[src/rtl/cla16_pkg.sv]
package cla16_pkg;
  localparam int DATA_W  = 16;
  localparam int GRP_W   = 4;
  localparam int NUM_GRP = DATA_W / GRP_W;

  typedef struct packed {
    logic invertOperand;  // complement second operand
    logic effCarry;       // carry fed into the lookahead tree
  } ctrlStrobe_t;
endpackage

[src/rtl/cla_carry_net.sv]
// Flat sum-of-products lookahead: every carry is built from the base
// carry-in and the gen/prp vector, with no carry chained between positions.
module cla_carry_net #(
  parameter int N = 4
) (
  input  logic [N-1:0] gen,
  input  logic [N-1:0] prp,
  input  logic         cin,
  output logic [N:0]   carry,
  output logic         blkGen,
  output logic         blkPrp
);
  logic acc;
  logic term;

  always_comb begin
    carry[0] = cin;
    acc  = 1'b0;
    term = 1'b0;
    for (int j = 1; j <= N; j++) begin
      acc = 1'b0;
      for (int k = 0; k < j; k++) begin
        term = gen[k];
        for (int m = k + 1; m < j; m++) term = term & prp[m];
        acc = acc | term;
      end
      term = cin;
      for (int m = 0; m < j; m++) term = term & prp[m];
      carry[j] = acc | term;
    end
  end

  always_comb begin
    blkGen = 1'b0;
    for (int k = 0; k < N; k++) begin
      logic t;
      t = gen[k];
      for (int m = k + 1; m < N; m++) t = t & prp[m];
      blkGen = blkGen | t;
    end
  end

  assign blkPrp = &prp;
endmodule

[src/rtl/cla_group.sv]
// One slice: bit-level gen/prp, local flat carries, sum, slice gen/prp.
module cla_group #(
  parameter int W = 4
) (
  input  logic [W-1:0] xIn,
  input  logic [W-1:0] yIn,
  input  logic         cin,
  output logic [W-1:0] sumOut,
  output logic         grpGen,
  output logic         grpPrp,
  output logic         msbCarryIn
);
  logic [W-1:0] bitGen;
  logic [W-1:0] bitPrp;
  logic [W:0]   localCarry;
  logic         unusedTop;

  assign bitGen = xIn & yIn;
  assign bitPrp = xIn ^ yIn;

  cla_carry_net #(.N(W)) net_i (
    .gen    (bitGen),
    .prp    (bitPrp),
    .cin    (cin),
    .carry  (localCarry),
    .blkGen (grpGen),
    .blkPrp (grpPrp)
  );

  assign sumOut     = bitPrp ^ localCarry[W-1:0];
  assign msbCarryIn = localCarry[W-1];
  assign unusedTop  = localCarry[W];
endmodule

[src/rtl/cla16_ctrl.sv]
module cla16_ctrl
  import cla16_pkg::*;
(
  input  logic        subMode,
  input  logic        carryIn,
  output ctrlStrobe_t strobe
);
  always_comb begin
    strobe.invertOperand = subMode;
    strobe.effCarry      = subMode ? 1'b1 : carryIn;
  end
endmodule

[src/rtl/cla16_datapath.sv]
module cla16_datapath
  import cla16_pkg::*;
(
  input  logic [DATA_W-1:0] opA,
  input  logic [DATA_W-1:0] opB,
  input  ctrlStrobe_t       strobe,
  output logic [DATA_W-1:0] result,
  output logic              carryOut,
  output logic              overflow,
  output logic [NUM_GRP:0]  groupCarry
);
  logic [DATA_W-1:0]  opBEff;
  logic [NUM_GRP-1:0] sliceGen;
  logic [NUM_GRP-1:0] slicePrp;
  logic [NUM_GRP-1:0] sliceMsbC;
  logic               treeGen;
  logic               treePrp;

  assign opBEff = strobe.invertOperand ? ~opB : opB;

  for (genvar g = 0; g < NUM_GRP; g++) begin : gSlice
    cla_group #(.W(GRP_W)) grp_i (
      .xIn        (opA[g*GRP_W +: GRP_W]),
      .yIn        (opBEff[g*GRP_W +: GRP_W]),
      .cin        (groupCarry[g]),
      .sumOut     (result[g*GRP_W +: GRP_W]),
      .grpGen     (sliceGen[g]),
      .grpPrp     (slicePrp[g]),
      .msbCarryIn (sliceMsbC[g])
    );
  end

  cla_carry_net #(.N(NUM_GRP)) tree_i (
    .gen    (sliceGen),
    .prp    (slicePrp),
    .cin    (strobe.effCarry),
    .carry  (groupCarry),
    .blkGen (treeGen),
    .blkPrp (treePrp)
  );

  assign carryOut = groupCarry[NUM_GRP];
  assign overflow = sliceMsbC[NUM_GRP-1] ^ groupCarry[NUM_GRP];
endmodule

[src/rtl/cla16_top.sv]
module cla16_top
  import cla16_pkg::*;
(
  input  logic [15:0] opA,
  input  logic [15:0] opB,
  input  logic        carryIn,
  input  logic        subMode,
  output logic [15:0] result,
  output logic        carryOut,
  output logic        overflow
);
  ctrlStrobe_t        strobe;
  logic [NUM_GRP:0]   groupCarry;

  cla16_ctrl ctrl_i (
    .subMode (subMode),
    .carryIn (carryIn),
    .strobe  (strobe)
  );

  cla16_datapath dp_i (
    .opA        (opA),
    .opB        (opB),
    .strobe     (strobe),
    .result     (result),
    .carryOut   (carryOut),
    .overflow   (overflow),
    .groupCarry (groupCarry)
  );
endmodule

[config.mk]
export PLATFORM = sky130hd
export DESIGN_NAME = cla16_top
export DESIGN_NICKNAME = d
export VERILOG_FILES = /design/src/rtl/cla16_pkg.sv /design/src/rtl/cla_carry_net.sv /design/src/rtl/cla_group.sv /design/src/rtl/cla16_ctrl.sv /design/src/rtl/cla16_datapath.sv /design/src/rtl/cla16_top.sv
export SDC_FILE = /design/constraint.sdc
export NUM_CORES = 1
export LEC_CHECK = 0
export BUFFER_PORTS_ARGS = -buffer_cell sky130_fd_sc_hd__buf_4
export CORE_AREA = 2 2 48 50
export DETAILED_ROUTE_END_ITERATION = 6
export DIE_AREA = 0 0 50 52
export GPL_TIMING_DRIVEN = 0
export PLACE_DENSITY = 0.8
export REMOVE_ABC_BUFFERS = 1
export SLEW_MARGIN = 20
export SYNTH_ARGS = -nofsm -noshare
export SYNTH_HDL_FRONTEND = slang
export SYNTH_SLANG_ARGS = --single-unit
[constraint.sdc]
create_clock -name vclk -period 3.4
set_input_delay 0.17 -clock vclk [all_inputs]
set_output_delay 0.17 -clock vclk [all_outputs]
set_load 0.02 [all_outputs]
==> flow_summary.yaml, run 1 <==
floorplan:
  dieArea_um2: 2600
  io_pins: 52
  fp.coreArea_um2: 2110
  start_util_pct: 42.5
  die_height_um: 52
  die_w_um: 50
  core.rowCount: 17
routing:
  wl_um: 2110
  drtIter0Drc: 3
  wl_met2_um: 1210
  via_count: 921
  post_drt_wl_per_cell_um: 11.0
  met3_length_um: 52
  top_layer_used: "met4"
  drc: 0
  wl_met1_um: 831
  avgViaCountPerCell: 4.80
  postRouteAntennaNets: 0
  dr.pass1.iters: 2
sta:
  setup_viol: 0
  slew_violations: 0
  slew_headroom_pct: 80.7
  tightest_slew_ps: 289
  max_freq_ghz: 0.347
  hold_viol_final: 0
  period_needed_ps: 2880
  finalWorstSetupSlack_ps: 521
  finalCritPeriodShare_pct: 84.7
  rsz0062_at_grt: "false"
  tns_ps: 0
synthesis:
  synthDistinctLibCells: 22
  synth_area_leaders: "ha_1 28%, xor2_1 18%, fa_1 8.9%"
  synth_cells: 114
  yosysTopAreaCell: "ha_1"
  synth.top_cell.area_share_pct: 27.9
  syn_area_um2: 896
  synth.avg_cell_area_um2: 7.86
  yosysSeqAreaShare_pct: 0
  yosysWarnings: 0
cells_and_area:
  drive_gt1_share_pct: 34.1
  regArea_um2: 0
  layout_common_cells: "52 x buf_4, 20 x ha_1, 18 x xor2_1"
  n_fill_cell: 198
  utilization_pct: 62.0
  nClkBuffers: 0
  antenna_cells: 0
  finalNetCount: 224
  final_common_cell: "buf_4"
  sequential_cell_total: 0
  area_growth_pct: 45.8
place:
  globalplace.congestion: 0.721
  hpwl_um: 1910
  port_buffers: 52
  place_ws_ps: 538
pwr:
  cellPowerDensity_nw_per_um2: 326
  leakage_nw: 0.710
  ir_drop_uv: 179
global_routing:
  grt_overflow: 0
  track_usage_pct: 17.2
  grt_max_degree: 19
  first_global_vias: 918
  grt_pass1_wl_um: 3690
  antenna_found_initial: 0
run:
  drv_cap: 0
run_status:
  status: "complete, no violations"
critical_path:
  cp-start-kind: "input pin"
  crit_required_ps: 3230
  worstSetupPathType: "input pin to output pin"
  crit_arrival_ps: 2710
  crit_fanout: 18
  crit_path_end_kind: "output pin"
clock_network:
  hold_buffers: 0
  postCtsSetupRepairBufs: 0
  post_cts_resized: 0
min_path:
  hold_path.class: "input pin to output pin"
[metal layers]
layer | track usage, % | vias to the layer above
li1 | - | 476
met1 | 20.0 | 423
met2 | 35.7 | 20
met3 | 0 | 2
met4 | 1.39 | 0
met5 | 0 | -
[worst paths after layout]
kind | slack [ps] | cells after the start | end | startpoint
max | 520 | 13 | overflow | subMode
min | 800 | 4 | result[11] | opA[11]
[metrics by stage]
step	power, mW	instances	hold slack, ps	instance area [um^2]
6_report	0.426	192	805	1310
5_1_grt	0.465	192	823	1310
4_1_cts	0.430	192	798	1310
3_5_place_dp	0.428	192	798	1310
3_3_place_gp	0.414	192	789	1310
2_1_floorplan	0.260	112	632	881
[logic make-up (layout without fill, tap and decap cells)]
group | count (synthesis) | count (layout) | synth area share, %
simple gates | 22 | 22 | 10.9
compound gates | 23 | 23 | 18.0
xor+xnor | 26 | 26 | 25.4
buf+inv | 19 | 69 | 8.80
fa+ha+maj | 24 | 24 | 36.9
[critical path, stage by stage]
cell	delay, ps
buf_4	210
xor2_1	190
ha_1	370
o211ai_2	110
a21o_1	180
a211o_1	320
a21oi_2	190
ha_1	170
o21a_1	120
nor2_1	60
o21bai_1	260
xor2_1	200
buf_4	170
[report_power, final]
group,total [mW],internal [mW],switching [mW]
combinational,0.426,0.198,0.228
sequential,0,0,0
clock,0,0,0
total,0.426,0.198,0.228
[layout make-up]
| type | instances | area (um^2) | share of cell area, % |
|---|---|---|---|
| tap | 28 | 35.0 | 2.68 |
| inverter | 17 | 63.8 | 4.89 |
| timing repair buffer | 52 | 390 | 29.9 |
| multi-input combinational | 95 | 817 | 62.5 |
[cell usage after synthesis, drive strengths merged]
library cell  number
a211o              1
a21o               1
a21oi              7
a221o              1
and4               1
buf                2
fa                 4
ha                20
inv               17
nand2              6
nor2               9
nor2b              1
nor3               4
o211ai             1
o21a               7
o21ai              3
o21bai             2
or2                1
xnor2              8
xor2              18
No activity file was read; power rests on OpenSTA's default activity.
==> run 2, diff against run 1 <==
==> constraint.sdc (replaced) <==
create_clock -name vclk -period 3
set_input_delay 0.15 -clock vclk [all_inputs]
set_output_delay 0.15 -clock vclk [all_outputs]
set_load 0.02 [all_outputs]
==> run 2 against run 1 <==
Against the previous run: worst hold slack lost 42 ps; clock-buffer cell count is the same; final area grew 0.29%; via count grew 0.43%; first-iteration DRC count is the same; cell count is the same; critical path depth grew 1; sequential share of layout area is the same; utilization grew 0.18 points; largest cell class unchanged.
==> flow_summary.yaml, run 2 (synthesized netlist as in run 1, its figures left out) <==
cells_and_area:
  multi_input_area_um2: 821
  finalNetCount: 224
  stdcell_count: 192
  nClkBuffers: 0
  n_fill_cell: 196
  final_common_cell: "buf_4"
  antenna_cells: 0
  area_growth_pct: 46.2
  layout_common_cells: "52 x buf_4, 20 x ha_1, 18 x xor2_1"
  regArea_um2: 0
  sequential_cell_total: 0
  drive_gt1_share_pct: 34.8
floorplan:
  dieArea_um2: 2600
  core.rowCount: 17
  fp.coreArea_um2: 2110
  start_util_pct: 42.5
  die_w_um: 50
  die_height_um: 52
  io_pins: 52
pwr:
  ir_drop_uv: 203
  leakage_nw: 0.714
  cellPowerDensity_nw_per_um2: 369
global_routing:
  track_usage_pct: 17.2
  grt_overflow: 0
  grt_pass1_wl_um: 3690
  grtUsageMet2_pct: 35.7
  grt_use_met3_pct: 0
  antenna_found_initial: 0
  use_met1_pct: 20.0
  busiest_layer: "met2"
  grt_max_degree: 19
  first_global_vias: 918
critical_path:
  critPathBufInv: 3
  cpPeakStageDelay_ps: 300
  crit_arrival_ps: 2630
  crit_path_end_kind: "output pin"
  cp_slowest_cell: "ha_1"
  crit_chain: "buf_4 > xor2_1 > ha_1 > a21oi_1 > a21o_1 > a211o_1 > nor2b_1 > inv_1 > ha_1 > o21a_1 > o21a_1 > nor2_1 > xnor2_1 > buf_4"
  worstSetupPathType: "input pin to output pin"
  cp_top_family: "compound AO/OA/AOI/OAI gates"
  crit_fanout: 18
  crit_required_ps: 2850
  cp-start-kind: "input pin"
routing:
  post_drt_wl_per_cell_um: 10.9
  postRouteAntennaNets: 0
  drc: 0
  avgViaCountPerCell: 4.82
  wl_um: 2100
  dr.pass1.iters: 2
  via_count: 925
  drtIter0Drc: 3
sta:
  hold_viol_final: 0
  tightest_slew_ps: 287
  rsz0062_at_grt: "false"
  period_needed_ps: 2780
  tns_ps: 0
  finalCritPeriodShare_pct: 92.5
  setup_viol: 0
  timing.hold.ws_ps: 763
  slew_headroom_pct: 80.9
  slew_violations: 0
  max_freq_ghz: 0.360
run_status:
  status: "complete, no violations"
run:
  drv_cap: 0
place:
  port_buffers: 52
  hpwl_um: 1910
  dpl.cell_count: 192
  globalplace.congestion: 0.721
min_path:
  hold_path.class: "input pin to output pin"
clock_network:
  hold_buffers: 0
==> run 2: area by class of cell <==
type	instances	share of cell area, %
Multi-Input combinational cell	95	62.7
Timing Repair Buffer	52	29.8
Inverter	17	4.87
Tap cell	28	2.67
==> run 2: metrics by stage <==
| step | power [mW] | area [um^2] | utilization [%] | worst slack (ps) |
|---|---|---|---|---|
| 6_report | 0.483 | 1310 | 62.2 | 225 |
| 5_1_grt | 0.529 | 1310 | 62.2 | 7.53 |
| 4_1_cts | 0.487 | 1310 | 62.0 | 172 |
| 3_5_place_dp | 0.485 | 1310 | 62.0 | 178 |
| 3_3_place_gp | 0.469 | 1310 | 62.0 | 240 |
| 2_1_floorplan | 0.295 | 881 | - | 600 |
==> run 2: layer usage <==
layer | vias up | wire length [um]
met1 | 426 | 824
li1 | 477 | -
met2 | 20 | 1200
met5 | - | 0
met4 | 0 | 16
met3 | 2 | 52
==> run 2: repair_timing <==
item	CTS	global route
endpoints found under the setup margin	0	1
gates resized for setup	0	1
setup buffers	0	0
endpoints found under the hold margin	0	0
==> run 2: final timing paths <==
| kind | depth (start not counted) | from | to | slack (ps) |
|---|---|---|---|---|
| setup / recovery | 14 | subMode | result[11] | 220 |
| hold / removal | 4 | opA[11] | result[11] | 760 |
==> run 2: report_power, final <==
group	leakage (nW)	internal, mW	total [mW]	switching, mW
combinational	0.714	0.225	0.483	0.258
clock	0	0	0	0
sequential	0	0	0	0
